--- config.mk ---
export PLATFORM = sky130hd
export DESIGN_NAME = seg_xlate
export DESIGN_NICKNAME = d
export VERILOG_FILES = /design/src/rtl/seg_xlate_pkg.sv /design/src/rtl/seg_table.sv /design/src/rtl/seg_check.sv /design/src/rtl/seg_status.sv /design/src/rtl/seg_xlate.sv
export SDC_FILE = /design/constraint.sdc
export NUM_CORES = 1
export LEC_CHECK = 0
export BUFFER_PORTS_ARGS = -buffer_cell sky130_fd_sc_hd__buf_2
export CAP_MARGIN = 20
export CORE_MARGIN = 10
export CORE_UTILIZATION = 51
export DETAILED_ROUTE_END_ITERATION = 10
export GPL_ROUTABILITY_DRIVEN = 0
export PLACE_DENSITY = 0.73
export SLEW_MARGIN = 20
export SYNTH_ARGS = -nofsm -noshare
export SYNTH_HDL_FRONTEND = slang
export SYNTH_SLANG_ARGS = --single-unit
--- constraint.sdc ---
create_clock -name clk -period 5.7 [get_ports clk]
set_clock_uncertainty 0.15 [all_clocks]
set_input_delay 0.855 -clock clk [delete_from_list [all_inputs] [get_ports clk]]
set_output_delay 0.855 -clock clk [all_outputs]
set_load 0.05 [all_outputs]
--- src/rtl/seg_xlate_pkg.sv ---
package seg_xlate_pkg;

  localparam int SEG_W  = 2;
  localparam int OFF_W  = 12;
  localparam int VA_W   = SEG_W + OFF_W;
  localparam int PA_W   = 16;
  localparam int N_SEG  = 1 << SEG_W;

  typedef enum logic [1:0] {
    CAUSE_NONE  = 2'd0,
    CAUSE_SEG   = 2'd1,
    CAUSE_LIMIT = 2'd2,
    CAUSE_PERM  = 2'd3
  } cause_e;

  typedef struct packed {
    logic             valid;
    logic             rd_ok;
    logic             wr_ok;
    logic [PA_W-1:0]  base;
    logic [OFF_W-1:0] limit;
  } seg_ent_t;

  function automatic logic [SEG_W-1:0] va_seg(input logic [VA_W-1:0] va);
    return va[VA_W-1:OFF_W];
  endfunction

  function automatic logic [OFF_W-1:0] va_off(input logic [VA_W-1:0] va);
    return va[OFF_W-1:0];
  endfunction

  function automatic logic [PA_W-1:0] reloc(input logic [PA_W-1:0] base,
                                            input logic [OFF_W-1:0] off);
    logic [PA_W-1:0] ext;
    ext = PA_W'(off);
    return base + ext;
  endfunction

  function automatic cause_e judge(input seg_ent_t e,
                                   input logic [OFF_W-1:0] off,
                                   input logic is_wr);
    if (!e.valid)                  return CAUSE_SEG;
    if (off > e.limit)             return CAUSE_LIMIT;
    if (is_wr ? !e.wr_ok : !e.rd_ok) return CAUSE_PERM;
    return CAUSE_NONE;
  endfunction

endpackage

--- src/rtl/seg_table.sv ---
module seg_table
  import seg_xlate_pkg::*;
(
  input  logic             clk,
  input  logic             rst_n,
  input  logic             wr_en,
  input  logic [SEG_W-1:0] wr_idx,
  input  seg_ent_t         wr_ent,
  input  logic [SEG_W-1:0] rd_idx,
  output seg_ent_t         rd_ent
);

  seg_ent_t ents [N_SEG];

  for (genvar g = 0; g < N_SEG; g++) begin : g_ent
    logic hit;
    assign hit = wr_en && (wr_idx == SEG_W'(g));
    always_ff @(posedge clk or negedge rst_n) begin
      if (!rst_n)   ents[g] <= '0;
      else if (hit) ents[g] <= wr_ent;
    end
  end

  assign rd_ent = ents[rd_idx];

endmodule

--- src/rtl/seg_check.sv ---
module seg_check
  import seg_xlate_pkg::*;
(
  input  logic             req_vld,
  input  logic             req_write,
  input  logic [OFF_W-1:0] off,
  input  seg_ent_t         ent,
  output logic             fault,
  output cause_e           cause,
  output logic             ok,
  output logic [PA_W-1:0]  pa
);

  cause_e verdict;

  always_comb begin
    verdict = judge(ent, off, req_write);
    cause   = req_vld ? verdict : CAUSE_NONE;
    fault   = req_vld && (verdict != CAUSE_NONE);
    ok      = req_vld && (verdict == CAUSE_NONE);
    pa      = ok ? reloc(ent.base, off) : '0;
  end

endmodule

--- src/rtl/seg_status.sv ---
module seg_status
  import seg_xlate_pkg::*;
(
  input  logic   clk,
  input  logic   rst_n,
  input  logic   capture,
  input  logic   fault_in,
  input  cause_e cause_in,
  output logic   fault_q,
  output cause_e cause_q
);

  always_ff @(posedge clk or negedge rst_n) begin
    if (!rst_n) begin
      fault_q <= 1'b0;
      cause_q <= CAUSE_NONE;
    end else if (capture) begin
      fault_q <= fault_in;
      cause_q <= cause_in;
    end
  end

endmodule

--- src/rtl/seg_xlate.sv ---
module seg_xlate
  import seg_xlate_pkg::*;
(
  input  logic             clk,
  input  logic             rst_n,
  input  logic             cfg_we,
  input  logic [SEG_W-1:0] cfg_idx,
  input  logic [PA_W-1:0]  cfg_base,
  input  logic [OFF_W-1:0] cfg_limit,
  input  logic             cfg_valid,
  input  logic             cfg_rd_ok,
  input  logic             cfg_wr_ok,
  input  logic             req_vld,
  input  logic             req_write,
  input  logic [VA_W-1:0]  req_va,
  output logic [PA_W-1:0]  pa_out,
  output logic             pa_vld,
  output logic             flt_now,
  output logic             flt_q,
  output logic [1:0]       cause_q
);

  seg_ent_t         wr_ent;
  seg_ent_t         sel_ent;
  logic [SEG_W-1:0] seg_idx;
  logic [OFF_W-1:0] seg_off;
  cause_e           cause_now;
  cause_e           cause_reg;
  logic             xlate_ok;

  assign wr_ent  = '{valid: cfg_valid, rd_ok: cfg_rd_ok, wr_ok: cfg_wr_ok,
                     base: cfg_base, limit: cfg_limit};
  assign seg_idx = va_seg(req_va);
  assign seg_off = va_off(req_va);

  seg_table u_table (
    .clk    (clk),
    .rst_n  (rst_n),
    .wr_en  (cfg_we),
    .wr_idx (cfg_idx),
    .wr_ent (wr_ent),
    .rd_idx (seg_idx),
    .rd_ent (sel_ent)
  );

  seg_check u_check (
    .req_vld   (req_vld),
    .req_write (req_write),
    .off       (seg_off),
    .ent       (sel_ent),
    .fault     (flt_now),
    .cause     (cause_now),
    .ok        (xlate_ok),
    .pa        (pa_out)
  );

  seg_status u_status (
    .clk      (clk),
    .rst_n    (rst_n),
    .capture  (req_vld),
    .fault_in (flt_now),
    .cause_in (cause_now),
    .fault_q  (flt_q),
    .cause_q  (cause_reg)
  );

  assign pa_vld  = xlate_ok;
  assign cause_q = cause_reg;

endmodule

Word level (Yosys, flattened, before mapping)

Index checks and enable logic that the tools add are counted.

Input bits: 52
Bits in latches: 0
Output and inout bits: 21
Memories: 0
RAM bits: 0
Logic and storage cells: 56
Register bits after elaboration: 127
Memory bits (read-only): 0

Reductions and logical operators: 11
Bitwise operators: 1
$mul: 0
Divide/modulo/power cells: 0
Equal/unequal tests: 3
Shift operators: 0
Order comparisons: 2
Mux-type cells: 16
Add/sub/neg operators: 1

Operators with widths:

| cell                 | count |
|---|---|
| $bmux W31 S2         | 1 |
| $mux W31             | 2 |
| $add A16 B12 Y16     | 1 |
| $mux W16             | 1 |
| $gt A12 B12 Y1       | 1 |
| $mux W2              | 6 |
| $logic_and A1 B1 Y1  | 6 |
| $mux W1              | 6 |
| $eq A2 B2 Y1 const B | 2 |
| $logic_not A2 Y1     | 2 |
| $ge A3 B3 Y1 const B | 1 |
| $not A2 Y3           | 1 |
| $eq A2 B1 Y1 const B | 1 |
| $logic_not A1 Y1     | 2 |
| $reduce_bool A2 Y1   | 1 |

Longest topological paths before layout

Gate-level depths: netlist of the first run.

Depth after elaboration: 15
Mapped depth: 13
Gate-level depth less buffers: 9

Modules after synthesis

A second synthesis of the first run with hierarchy kept.

Cell total of the unflattened synthesis: 469
Area, all modules: 6,606.3 um2

Modules (own cells, without submodules):

| module     | area each (um2) | times used | seq. area each (um2) | cells an instance |
|---|---|---|---|---|
| seg_table  | 5,331.4         | 1          | 3,103.0              | 301 |
| seg_check  | 1,166.1         | 1          | 0.0                  | 162 |
| seg_status | 108.9           | 1          | 75.1                 | 6 |

Least setup slack after synthesis of the first run

No wires, ideal clock.

Path kind: input-to-output
From: input req_va[12]
To: output pa_out[10]
Setup slack: 0.444 ns
Cell stages on the path: 13
Required time: 4.695 ns
Arrival time: 4.251 ns
Cell sequence: buf_4 buf_2 mux4_2 inv_1 ha_1 a21o_1 a21oi_2 or3b_1 o21ai_2 or3b_1 buf_6 buf_6 nor2_1

Longest elaborated chain between the ends: 15

RTL lines:

| item                                                                    | RTL line        | source |
|---|---|---|
| start: declaration                                                      | seg_xlate.sv:15 | `input logic [VA_W-1:0] req_va,` |
| $not A2 Y3 (not written as such) *                                      | seg_table.sv:24 | `assign rd_ent = ents[rd_idx];` |
| $bmux W31 S2 *                                                          | seg_table.sv:24 |  |
| $mux W31 (not written as such) * (2 in a row)                           | seg_table.sv:24 |  |
| parallel branches: the longest is 10 deep, another holds $gt A12 B12 Y1 | --              |  |
| $mux W16 *                                                              | seg_check.sv:21 | `pa = ok ? reloc(ent.base, off) : '0;` |
| end: declaration                                                        | seg_xlate.sv:16 | `output logic [PA_W-1:0] pa_out,` |

Mark *: on every way between the ends. The select of a mux whose other input is x is not followed.

Worst setup path after layout of the first run

From: input req_va[12]
To: output pa_out[12]

The elaborated chain is that of the path after synthesis.

==> results.cfg, run 1 <==
[flow_run]
max_cap_viol_count = 0

[clock_network]
clock_sink_count = 127
clock_path_buffers = 2
cts_repair_resize_count = 0
cts_made_buffers = 17
cts_tree = built
cts-htree-levels = 4
cts-hold-fix-buffers = 0
clk_latency_ps = 410
cts_setup_buffers = 0
root_buffer = sky130_fd_sc_hd__clkbuf_16
cts.clk_slew.worst_paths_ps = 60

[yosys]
synthArstFlopShare = 1.00
synth_simple_gate_area_frac = 0.0418
netlist.area_leader.share = 0.496
netlist-cell-type-count = 43
synth_top_cell_by_area = sky130_fd_sc_hd__dfrtp_1
number_of_synthesized_flops_with_an_enable_pin = 0
synth_fa_ha_area_frac = 0.0500
synth-main-ff-cell = sky130_fd_sc_hd__dfrtp_1
synth_compound_area_frac = 0.0389
synth.top_cells.by_area = sky130_fd_sc_hd__dfrtp_1 50%, sky130_fd_sc_hd__mux2_2 22%, sky130_fd_sc_hd__mux4_2 11%
netlist_instances = 456
mean_instance_size_in_the_synthesized_netlist_um2 = 14.0
synthTopCellsByCount = 127 x sky130_fd_sc_hd__dfrtp_1, 124 x sky130_fd_sc_hd__mux2_2, 31 x sky130_fd_sc_hd__mux4_2
syn_area_um2 = 6400
yosys_register_bits = 127
synth_most_common_cell = sky130_fd_sc_hd__dfrtp_1
synth.mux.area_fraction = 0.329
synth-xor-area-share = 0.0164
synth_seq_area_share = 0.496
synth_top_family_by_area = multiplexers
synth.net_count = 533
synth.yosys.warnings = 0

[sta]
final_period_minus_worst_setup_slack_ps = 5220
report.final.slew_viol_count = 0
rsz0062_at_grt = no
finalCritPeriodShare = 0.916
final-setup-viol-count = 0
relSlewSlack = 0.340
maximum_clock_frequency_mhz = 192
final.setup.worst_slack_ps = 479
fin_setup_tns_ps = 0
hold_viol_final = 0
tightest_slew_ps = 990
hold_ws_ps = 347

[detailed_routing]
drc = 0
detail_route.first_pass.iterations = 4
detail_route.wl_per_cell_um = 20.2
postRouteWirelength_um = 14500
vias = 4036
vias_per_cell = 5.61
drt_iter0_markers = 314
route.antenna.remaining_nets = 0

[setup_path]
critPathLaunchType = input port
ff2ff_setup_slack_ps = 2490
crit_slowest_cell = sky130_fd_sc_hd__mux4_2
path_cells = buf_2 -> buf_4 -> mux4_2 -> ha_1 -> fa_1 -> a21oi_1 -> o21ai_0 -> a22oi_1 -> o21ai_0 -> xnor2_1 -> nor2_1 -> buf_2
worst-endpoint-arrival_ps = 4220
crit_type = input port to primary output
reg2reg_to = u_status.fault_q
cp_slowest_stage_delay_ps = 580
crit_fanout = 13
worst_r2r_startpoint = u_table.ents[10]
worstSetupEndpointType = primary output
required_ps = 4700
timing.reg2reg.worst_path_depth = 9

[hold_path]
hold_path_depth = 1
holdCritStartpoint = u_table.ents[3]
worst_hold_path_type = register to register
worst_hold_path.endpoint = u_table.ents[3]

[place]
place.detailed.instances = 687
dp_slack_ps = 444
port_buffers = 72
post-dp-hpwl_um = 10200

[power_and_ir_drop]
p_per_area_nw_per_um2 = 393
irDropWorstVdd_v = 0.000268
power.static_leakage_nw = 3.37

[final_layout]
stdcell_count = 719
fill_cell_total_of_the_finished_layout = 939
layout-drive-gt1-share = 0.494
multiInputGateArea_um2 = 3050
synth_to_final_area_change_pct = 18.1
finalNetCount = 615
ff_latch_area_um2 = 3180

[global_routing]
number_of_global_route_vias_before_repair = 4481
antenna_found_initial = 1
grt_max_degree = 80
overflow = 0
global_router_s_overall_resource_usage = 0.172
wire_length_of_the_first_global_routing_pass_um = 23600

[floorplan]
floorplan.die.height_um = 132
rows = 40
coreArea_um2 = 12200
fp.dieW_um = 132
die_area_um2 = 17400
start_util = 0.526
number_of_top_level_pins = 73

[outcome]
result_of_the_run = completed
## report_power, final
part           switching (mW)  internal [mW]
clock network           0.372          0.707
registers              0.0855           1.08
logic                   0.374          0.355
total                   0.831           2.14
## cell usage in the layout, fill, tap and decap left out, types with 3 or more instances in the layout
master	count
sky130_fd_sc_hd__mux4_2	31
sky130_fd_sc_hd__o21ai_0	7
sky130_fd_sc_hd__nand4_1	3
sky130_fd_sc_hd__clkbuf_16	17
sky130_fd_sc_hd__xor2_1	3
sky130_fd_sc_hd__clkbuf_8	6
sky130_fd_sc_hd__inv_1	21
sky130_fd_sc_hd__buf_4	12
sky130_fd_sc_hd__mux2_2	124
sky130_fd_sc_hd__nor2b_1	4
sky130_fd_sc_hd__a21oi_1	15
sky130_fd_sc_hd__o21a_1	3
sky130_fd_sc_hd__ha_1	24
sky130_fd_sc_hd__xnor2_1	9
sky130_fd_sc_hd__nand2_1	8
sky130_fd_sc_hd__nand3_1	4
sky130_fd_sc_hd__dfrtp_1	127
sky130_fd_sc_hd__nor2_1	25
sky130_fd_sc_hd__buf_2	71
## final cells by class
class	instances	area share
clock inverter	5	0.0103
inverter	21	0.0104
timing repair buffer	83	0.0589
tap	168	0.0278
sequential	127	0.420
antenna	2	0.000662
multi-input combinational	288	0.404
clock buffer	25	0.0682
## state kept, by name (all words and copies together), names as in the netlist
register	flops
u_status.cause_q	2
u_status.fault_q	1
u_table.ents	124
## critical path, delay by kind of cell
family	cells	cell delay, ps
AO/OA/AOI/OAI	4	850
XOR/XNOR	1	170
adder cells (fa/ha/maj)	2	630
buffers and inverters	3	1030
multiplexers	1	580
AND/OR/NAND/NOR	1	90
## routing by layer
| metal | global-route usage | share of wire | vias to the layer above |
|---|---|---|---|
| met5 | 0 | 0 | - |
| met4 | 0.0556 | 0.011 | 0 |
| met3 | 0.0534 | 0.047 | 13 |
| met2 | 0.268 | 0.48 | 93 |
| met1 | 0.222 | 0.46 | 2088 |
| li1 | - | - | 1842 |
## through the flow
stage	util	instance area (µm²)	power, mW
2_1_floorplan	-	6400	1.70
3_3_place_gp	0.573	6960	1.87
3_5_place_dp	0.573	6960	1.90
4_1_cts	0.621	7560	2.99
5_1_grt	0.621	7560	3.12
6_report	0.622	7560	2.97
## kinds of logic after synthesis
kind of cell               count (synthesis)
AOI/OAI and AO/OA                         40
xor gates and xnor gates                  12
adders and majority gates                 25
buffers and inverters                     41
DFF                                      127
muxes                                    156
and+or+nand+nor                           55
## worst max path at each step
stage	startpoint	cells past startpoint	to
after floorplan	req_va[12]	13	pa_out[10]
after global placement	req_va[12]	12	pa_out[12]
after detailed placement	req_va[12]	11	pa_out[13]
after CTS	req_va[12]	11	pa_out[13]
after global routing	req_va[12]	12	pa_out[10]
final	req_va[12]	12	pa_out[12]
No activity file was read; power rests on OpenSTA's default activity.
==> run 2, diff against run 1 <==
CORE_UTILIZATION = 50   (was 51)
PLACE_DENSITY = 0.72   (was 0.73)
==> results.cfg, run 2 (synthesized netlist as in run 1, its figures left out) <==
[detailed_routing]
vias_per_cell = 5.57
detail_route.wl_per_cell_um = 19.7
route.antenna.remaining_nets = 0
drc = 0
top_layer = met4
detail_route.first_pass.iterations = 6
postRouteWirelength_um = 14200
wl_met3_um = 739
routed_metal_1_wirelength_um = 6310
vias = 4021
drt_iter0_markers = 258
met2_wirelength_um = 7060

[setup_path]
timing.reg2reg.worst_path_depth = 9
required_ps = 4700
ff2ff_setup_slack_ps = 2510
cp_num_cells = 11
reg2reg_to = u_status.fault_q
path_cells = buf_2 -> buf_4 -> mux4_2 -> inv_1 -> ha_1 -> a21oi_2 -> or3b_1 -> o21ai_2 -> or3b_1 -> nor2_1 -> buf_2
critical_path.top_delay_family = simple AND/OR/NAND/NOR gates
critical_path_buf_inv_count = 4
critPathLaunchType = input port
crit_slowest_cell = sky130_fd_sc_hd__or3b_1
crit_type = input port to primary output
worstSetupEndpointType = primary output
cp_slowest_stage_delay_ps = 680
worst-endpoint-arrival_ps = 4230
crit_fanout = 18
crit_path_end = pa_out[0]
worst_r2r_startpoint = u_table.ents[10]
worst_setup_path_startpoint = req_va[12]

[hold_path]
worst_hold_path_type = register to register
hold_path_depth = 1

[power_and_ir_drop]
power_switching_share = 0.294
irDropWorstVdd_v = 0.000230
p_per_area_nw_per_um2 = 385
share_comb_of_total_power = 0.250
switching_power_uw = 852
intPower_mw = 2.05
clock_power_share = 0.350
power.static_leakage_nw = 3.35
totalPowerFinal_mw = 2.90
flop_pwr_share = 0.400

[outcome]
result_of_the_run = completed

[floorplan]
rows = 41
fp.dieW_um = 133
coreArea_um2 = 12600
number_of_top_level_pins = 73
die_area_um2 = 17700
start_util = 0.509
floorplan.die.height_um = 133

[global_routing]
overflow = 0
antenna_found_initial = 0
wire_length_of_the_first_global_routing_pass_um = 23600
number_of_global_route_vias_before_repair = 4524
grt_max_degree = 68
global_router_s_overall_resource_usage = 0.168

[clock_network]
clock_path_buffers = 2
cts_made_buffers = 17
clock_sink_count = 127
root_buffer = sky130_fd_sc_hd__clkbuf_16
clk_latency_ps = 420
cts_repair_resize_count = 0
cts-hold-fix-buffers = 0
cts.clk_slew.worst_paths_ps = 50
cts-htree-levels = 4
cts_setup_buffers = 0
cts_tree = built

[final_layout]
multiInputGateArea_um2 = 3050
top_register = u_table.ents
finalNetCount = 614
synth_to_final_area_change_pct = 17.8
ff_latch_area_um2 = 3180
utilization = 0.600
layout-drive-gt1-share = 0.498
most_common_cell_after_layout_fill_and_taps_aside = sky130_fd_sc_hd__dfrtp_1
top_library_cells_by_usage_in_the_layout_fill_and_taps_aside = 127 x sky130_fd_sc_hd__dfrtp_1, 124 x sky130_fd_sc_hd__mux2_2, 71 x sky130_fd_sc_hd__buf_2, 31 x sky130_fd_sc_hd__mux4_2, 25 x sky130_fd_sc_hd__nor2_1
fill_cell_total_of_the_finished_layout = 972
number_of_diodes_added_for_antenna_fixing = 0
number_of_flip_flops_in_the_largest_register = 124
top_regs = u_table.ents x124, u_status.cause_q x2, u_status.fault_q x1
finish.instance_area_um2 = 7540

[sta]
tightest_slew_ps = 830
hold_ws_ps = 340
maximum_clock_frequency_mhz = 191
final_period_minus_worst_setup_slack_ps = 5230
relSlewSlack = 0.447
hold_viol_final = 0
finalCritPeriodShare = 0.918
final-setup-viol-count = 0
report.final.slew_viol_count = 0
fin_setup_tns_ps = 0
rsz0062_at_grt = no

[flow_run]
max_cap_viol_count = 0

[place]
port_buffers = 72
post-dp-hpwl_um = 9970
detailed_place.area_um2 = 6970
-- run 2: cell types whose count changed in the layout (fill, tap and decap cells not counted), sizes merged --
cell      change
buf           -1
clkbuf        -6
clkinv        +5
inv           +1
bufinv        -1
clkinvlp      +3
diode         -2
-- run 2: how the worst min path moves through the flow --
stage,start,endpoint
6_report,u_status.fault_q,u_status.fault_q
2_1_floorplan,u_table.ents[47],u_table.ents[47]
3_3_place_gp,u_status.fault_q,u_status.fault_q
5_1_grt,u_table.ents[29],u_table.ents[29]
4_1_cts,u_status.fault_q,u_status.fault_q
3_5_place_dp,u_status.fault_q,u_status.fault_q
-- run 2: per-stage QoR --
step           setup slack, ps  std cells
6_report                   468        722
5_1_grt                    295        722
3_3_place_gp               551        690
2_1_floorplan              444        456
4_1_cts                    463        722
3_5_place_dp               460        690
-- run 2: layout make-up --
type | count | share of cell area
clock buffers | 19 | 0.0601
multi-input cells | 288 | 0.405
clock inverters | 13 | 0.0153
well taps | 172 | 0.0285
inverters | 21 | 0.0105
flip-flops and latches | 127 | 0.421
repair buffers | 82 | 0.0597
-- run 2: metal layers --
metal  vias to the layer above  track usage
met5                         -            0
met4                         0       0.0484
met3                        10       0.0556
met2                        77        0.271
met1                      2088        0.212
li1                       1846            -
-- run 2: worst reg2reg max path, cell delays in order, from the launching register on --
cell and delay (ps):
sky130_fd_sc_hd__dfrtp_1 370, sky130_fd_sc_hd__mux4_2 450, sky130_fd_sc_hd__inv_1 70, sky130_fd_sc_hd__ha_1 230
sky130_fd_sc_hd__a21o_1 190, sky130_fd_sc_hd__a21oi_2 160, sky130_fd_sc_hd__or3b_1 390, sky130_fd_sc_hd__o21ai_2 160
sky130_fd_sc_hd__or3b_1 680, sky130_fd_sc_hd__o21a_1 220
-- run 2: power by group through the flow --
stage               clock network [mW]  logic, mW  registers (mW)
finish                            1.02      0.726            1.16
global route                      1.08      0.795            1.18
CTS                               1.04      0.730            1.16
detailed placement                   0      0.728            1.17
global placement                     0      0.707            1.16
floorplan                            0      0.535            1.16
==> run 3, diff against run 2 <==
PLACE_DENSITY = 0.7   (was 0.72)
SETUP_SLACK_MARGIN = 0.05   (was default)
==> results.cfg, run 3 (synthesized netlist as in run 1, its figures left out) <==
[outcome]
result_of_the_run = completed

[setup_path]
worstSetupEndpointType = primary output
crit_fanout = 18
worst_r2r_startpoint = u_table.ents[10]
cp_slowest_stage_delay_ps = 680
critical_path.top_delay_family = simple AND/OR/NAND/NOR gates
worst-endpoint-arrival_ps = 4210
crit_type = input port to primary output
path_cells = buf_2 -> buf_12 -> mux4_2 -> inv_1 -> ha_1 -> a21oi_2 -> or3b_1 -> o21ai_2 -> or3b_1 -> nor2_1 -> buf_2
cp_num_cells = 11
reg2reg_to = u_status.fault_q
critical_path_buf_inv_count = 4
required_ps = 4700
crit_slowest_cell = sky130_fd_sc_hd__or3b_1
critPathLaunchType = input port
timing.reg2reg.worst_path_depth = 9
ff2ff_setup_slack_ps = 2530

[global_routing]
number_of_global_route_vias_before_repair = 4465
overflow = 0
antenna_found_initial = 1
global_router_s_overall_resource_usage = 0.167
wire_length_of_the_first_global_routing_pass_um = 23200
grt_max_degree = 65

[detailed_routing]
detail_route.first_pass.iterations = 4
postRouteWirelength_um = 14400
vias_per_cell = 5.63
detail_route.wl_per_cell_um = 19.9
drt_iter0_markers = 241
drc = 0
vias = 4065
route.antenna.remaining_nets = 0

[sta]
final-setup-viol-count = 0
tightest_slew_ps = 807
rsz0062_at_grt = no
report.final.slew_viol_count = 0
hold_ws_ps = 325
finalCritPeriodShare = 0.915
hold_viol_final = 0
relSlewSlack = 0.462
fin_setup_tns_ps = 0
final_period_minus_worst_setup_slack_ps = 5220
final.setup.worst_slack_ps = 482
maximum_clock_frequency_mhz = 192

[final_layout]
finalNetCount = 614
most_common_cell_after_layout_fill_and_taps_aside = sky130_fd_sc_hd__dfrtp_1
layout-drive-gt1-share = 0.495
number_of_flip_flops_in_the_largest_register = 124
fill_cell_total_of_the_finished_layout = 976
number_of_diodes_added_for_antenna_fixing = 0
top_library_cells_by_usage_in_the_layout_fill_and_taps_aside = 127 x sky130_fd_sc_hd__dfrtp_1, 124 x sky130_fd_sc_hd__mux2_2, 71 x sky130_fd_sc_hd__buf_2, 31 x sky130_fd_sc_hd__mux4_2, 25 x sky130_fd_sc_hd__nor2_1
top_regs = u_table.ents x124, u_status.cause_q x2, u_status.fault_q x1
synth_to_final_area_change_pct = 18.3
top_register = u_table.ents

[clock_network]
cts.clk_slew.worst_paths_ps = 60
clock_sink_count = 127
cts_setup_buffers = 0
cts-hold-fix-buffers = 0
clock_path_buffers = 2
cts-htree-levels = 4
cts_repair_resize_count = 0
cts_tree = built
root_buffer = sky130_fd_sc_hd__clkbuf_16
clk_latency_ps = 410
cts_made_buffers = 17

[place]
dp_slack_ps = 453
port_buffers = 72
post-dp-hpwl_um = 10100

[hold_path]
holdCritStartpoint = u_status.fault_q
hold_path_depth = 1
worst_hold_path.endpoint = u_status.fault_q
worst_hold_path_type = register to register

[floorplan]
coreArea_um2 = 12600
fp.dieW_um = 133
rows = 41
die_area_um2 = 17700
start_util = 0.509
floorplan.die.height_um = 133
number_of_top_level_pins = 73

[power_and_ir_drop]
switching_power_uw = 841
clock_power_share = 0.363
p_per_area_nw_per_um2 = 391
intPower_mw = 2.12
irDropWorstVdd_v = 0.000270
power_switching_share = 0.284
share_comb_of_total_power = 0.246
power.static_leakage_nw = 3.36
flop_pwr_share = 0.392

[flow_run]
max_cap_viol_count = 0
## run 3: changes by cell type in the layout (fill, tap and decap cells not counted), sizes merged
cell,change
clkinv,-5
clkbuf,+4
bufinv,+1
clkinvlp,+1
inv,-1
## run 3: area by class of cell
class / instances / area, µm² / share of cell area
clock buffer: 23 / 488 / 0.0645
clock inverter: 9 / 108 / 0.0142
inverter: 21 / 78.8 / 0.0104
multi-input combinational: 288 / 3050 / 0.403
sequential: 127 / 3180 / 0.420
tap: 172 / 215 / 0.0284
timing repair buffer: 82 / 450 / 0.0595
## run 3: power by group through the flow
stage               clock network [mW]  registers (mW)  logic [mW]
finish                            1.07            1.16       0.726
global route                      1.13            1.18       0.795
CTS                               1.09            1.16       0.732
detailed placement                   0            1.17       0.729
global placement                     0            1.16       0.709
floorplan                            0            1.16       0.535
## run 3: worst max path at each step
stage | from | end | slack [ps]
after floorplan | req_va[12] | pa_out[10] | 440
after global routing | req_va[12] | pa_out[1] | 320
after global placement | req_va[12] | pa_out[2] | 540
after detailed placement | req_va[12] | pa_out[2] | 450
after CTS | req_va[12] | pa_out[2] | 460
final | req_va[12] | pa_out[2] | 480
## run 3: stage by stage
| stage | util | cells | power [mW] | area (µm²) |
|---|---|---|---|---|
| 2_1_floorplan | - | 456 | 1.70 | 6400 |
| 3_3_place_gp | 0.555 | 690 | 1.87 | 6970 |
| 3_5_place_dp | 0.555 | 690 | 1.90 | 6970 |
| 4_1_cts | 0.602 | 722 | 2.98 | 7570 |
| 5_1_grt | 0.602 | 722 | 3.10 | 7570 |
| 6_report | 0.602 | 722 | 2.96 | 7570 |
## run 3: per-layer routing
layer,vias to the layer above,track usage,share of wire
met5,-,0,0.00084
met4,2,0.0611,0.016
met3,21,0.0530,0.062
met2,98,0.265,0.49
met1,2112,0.211,0.44
li1,1832,-,-
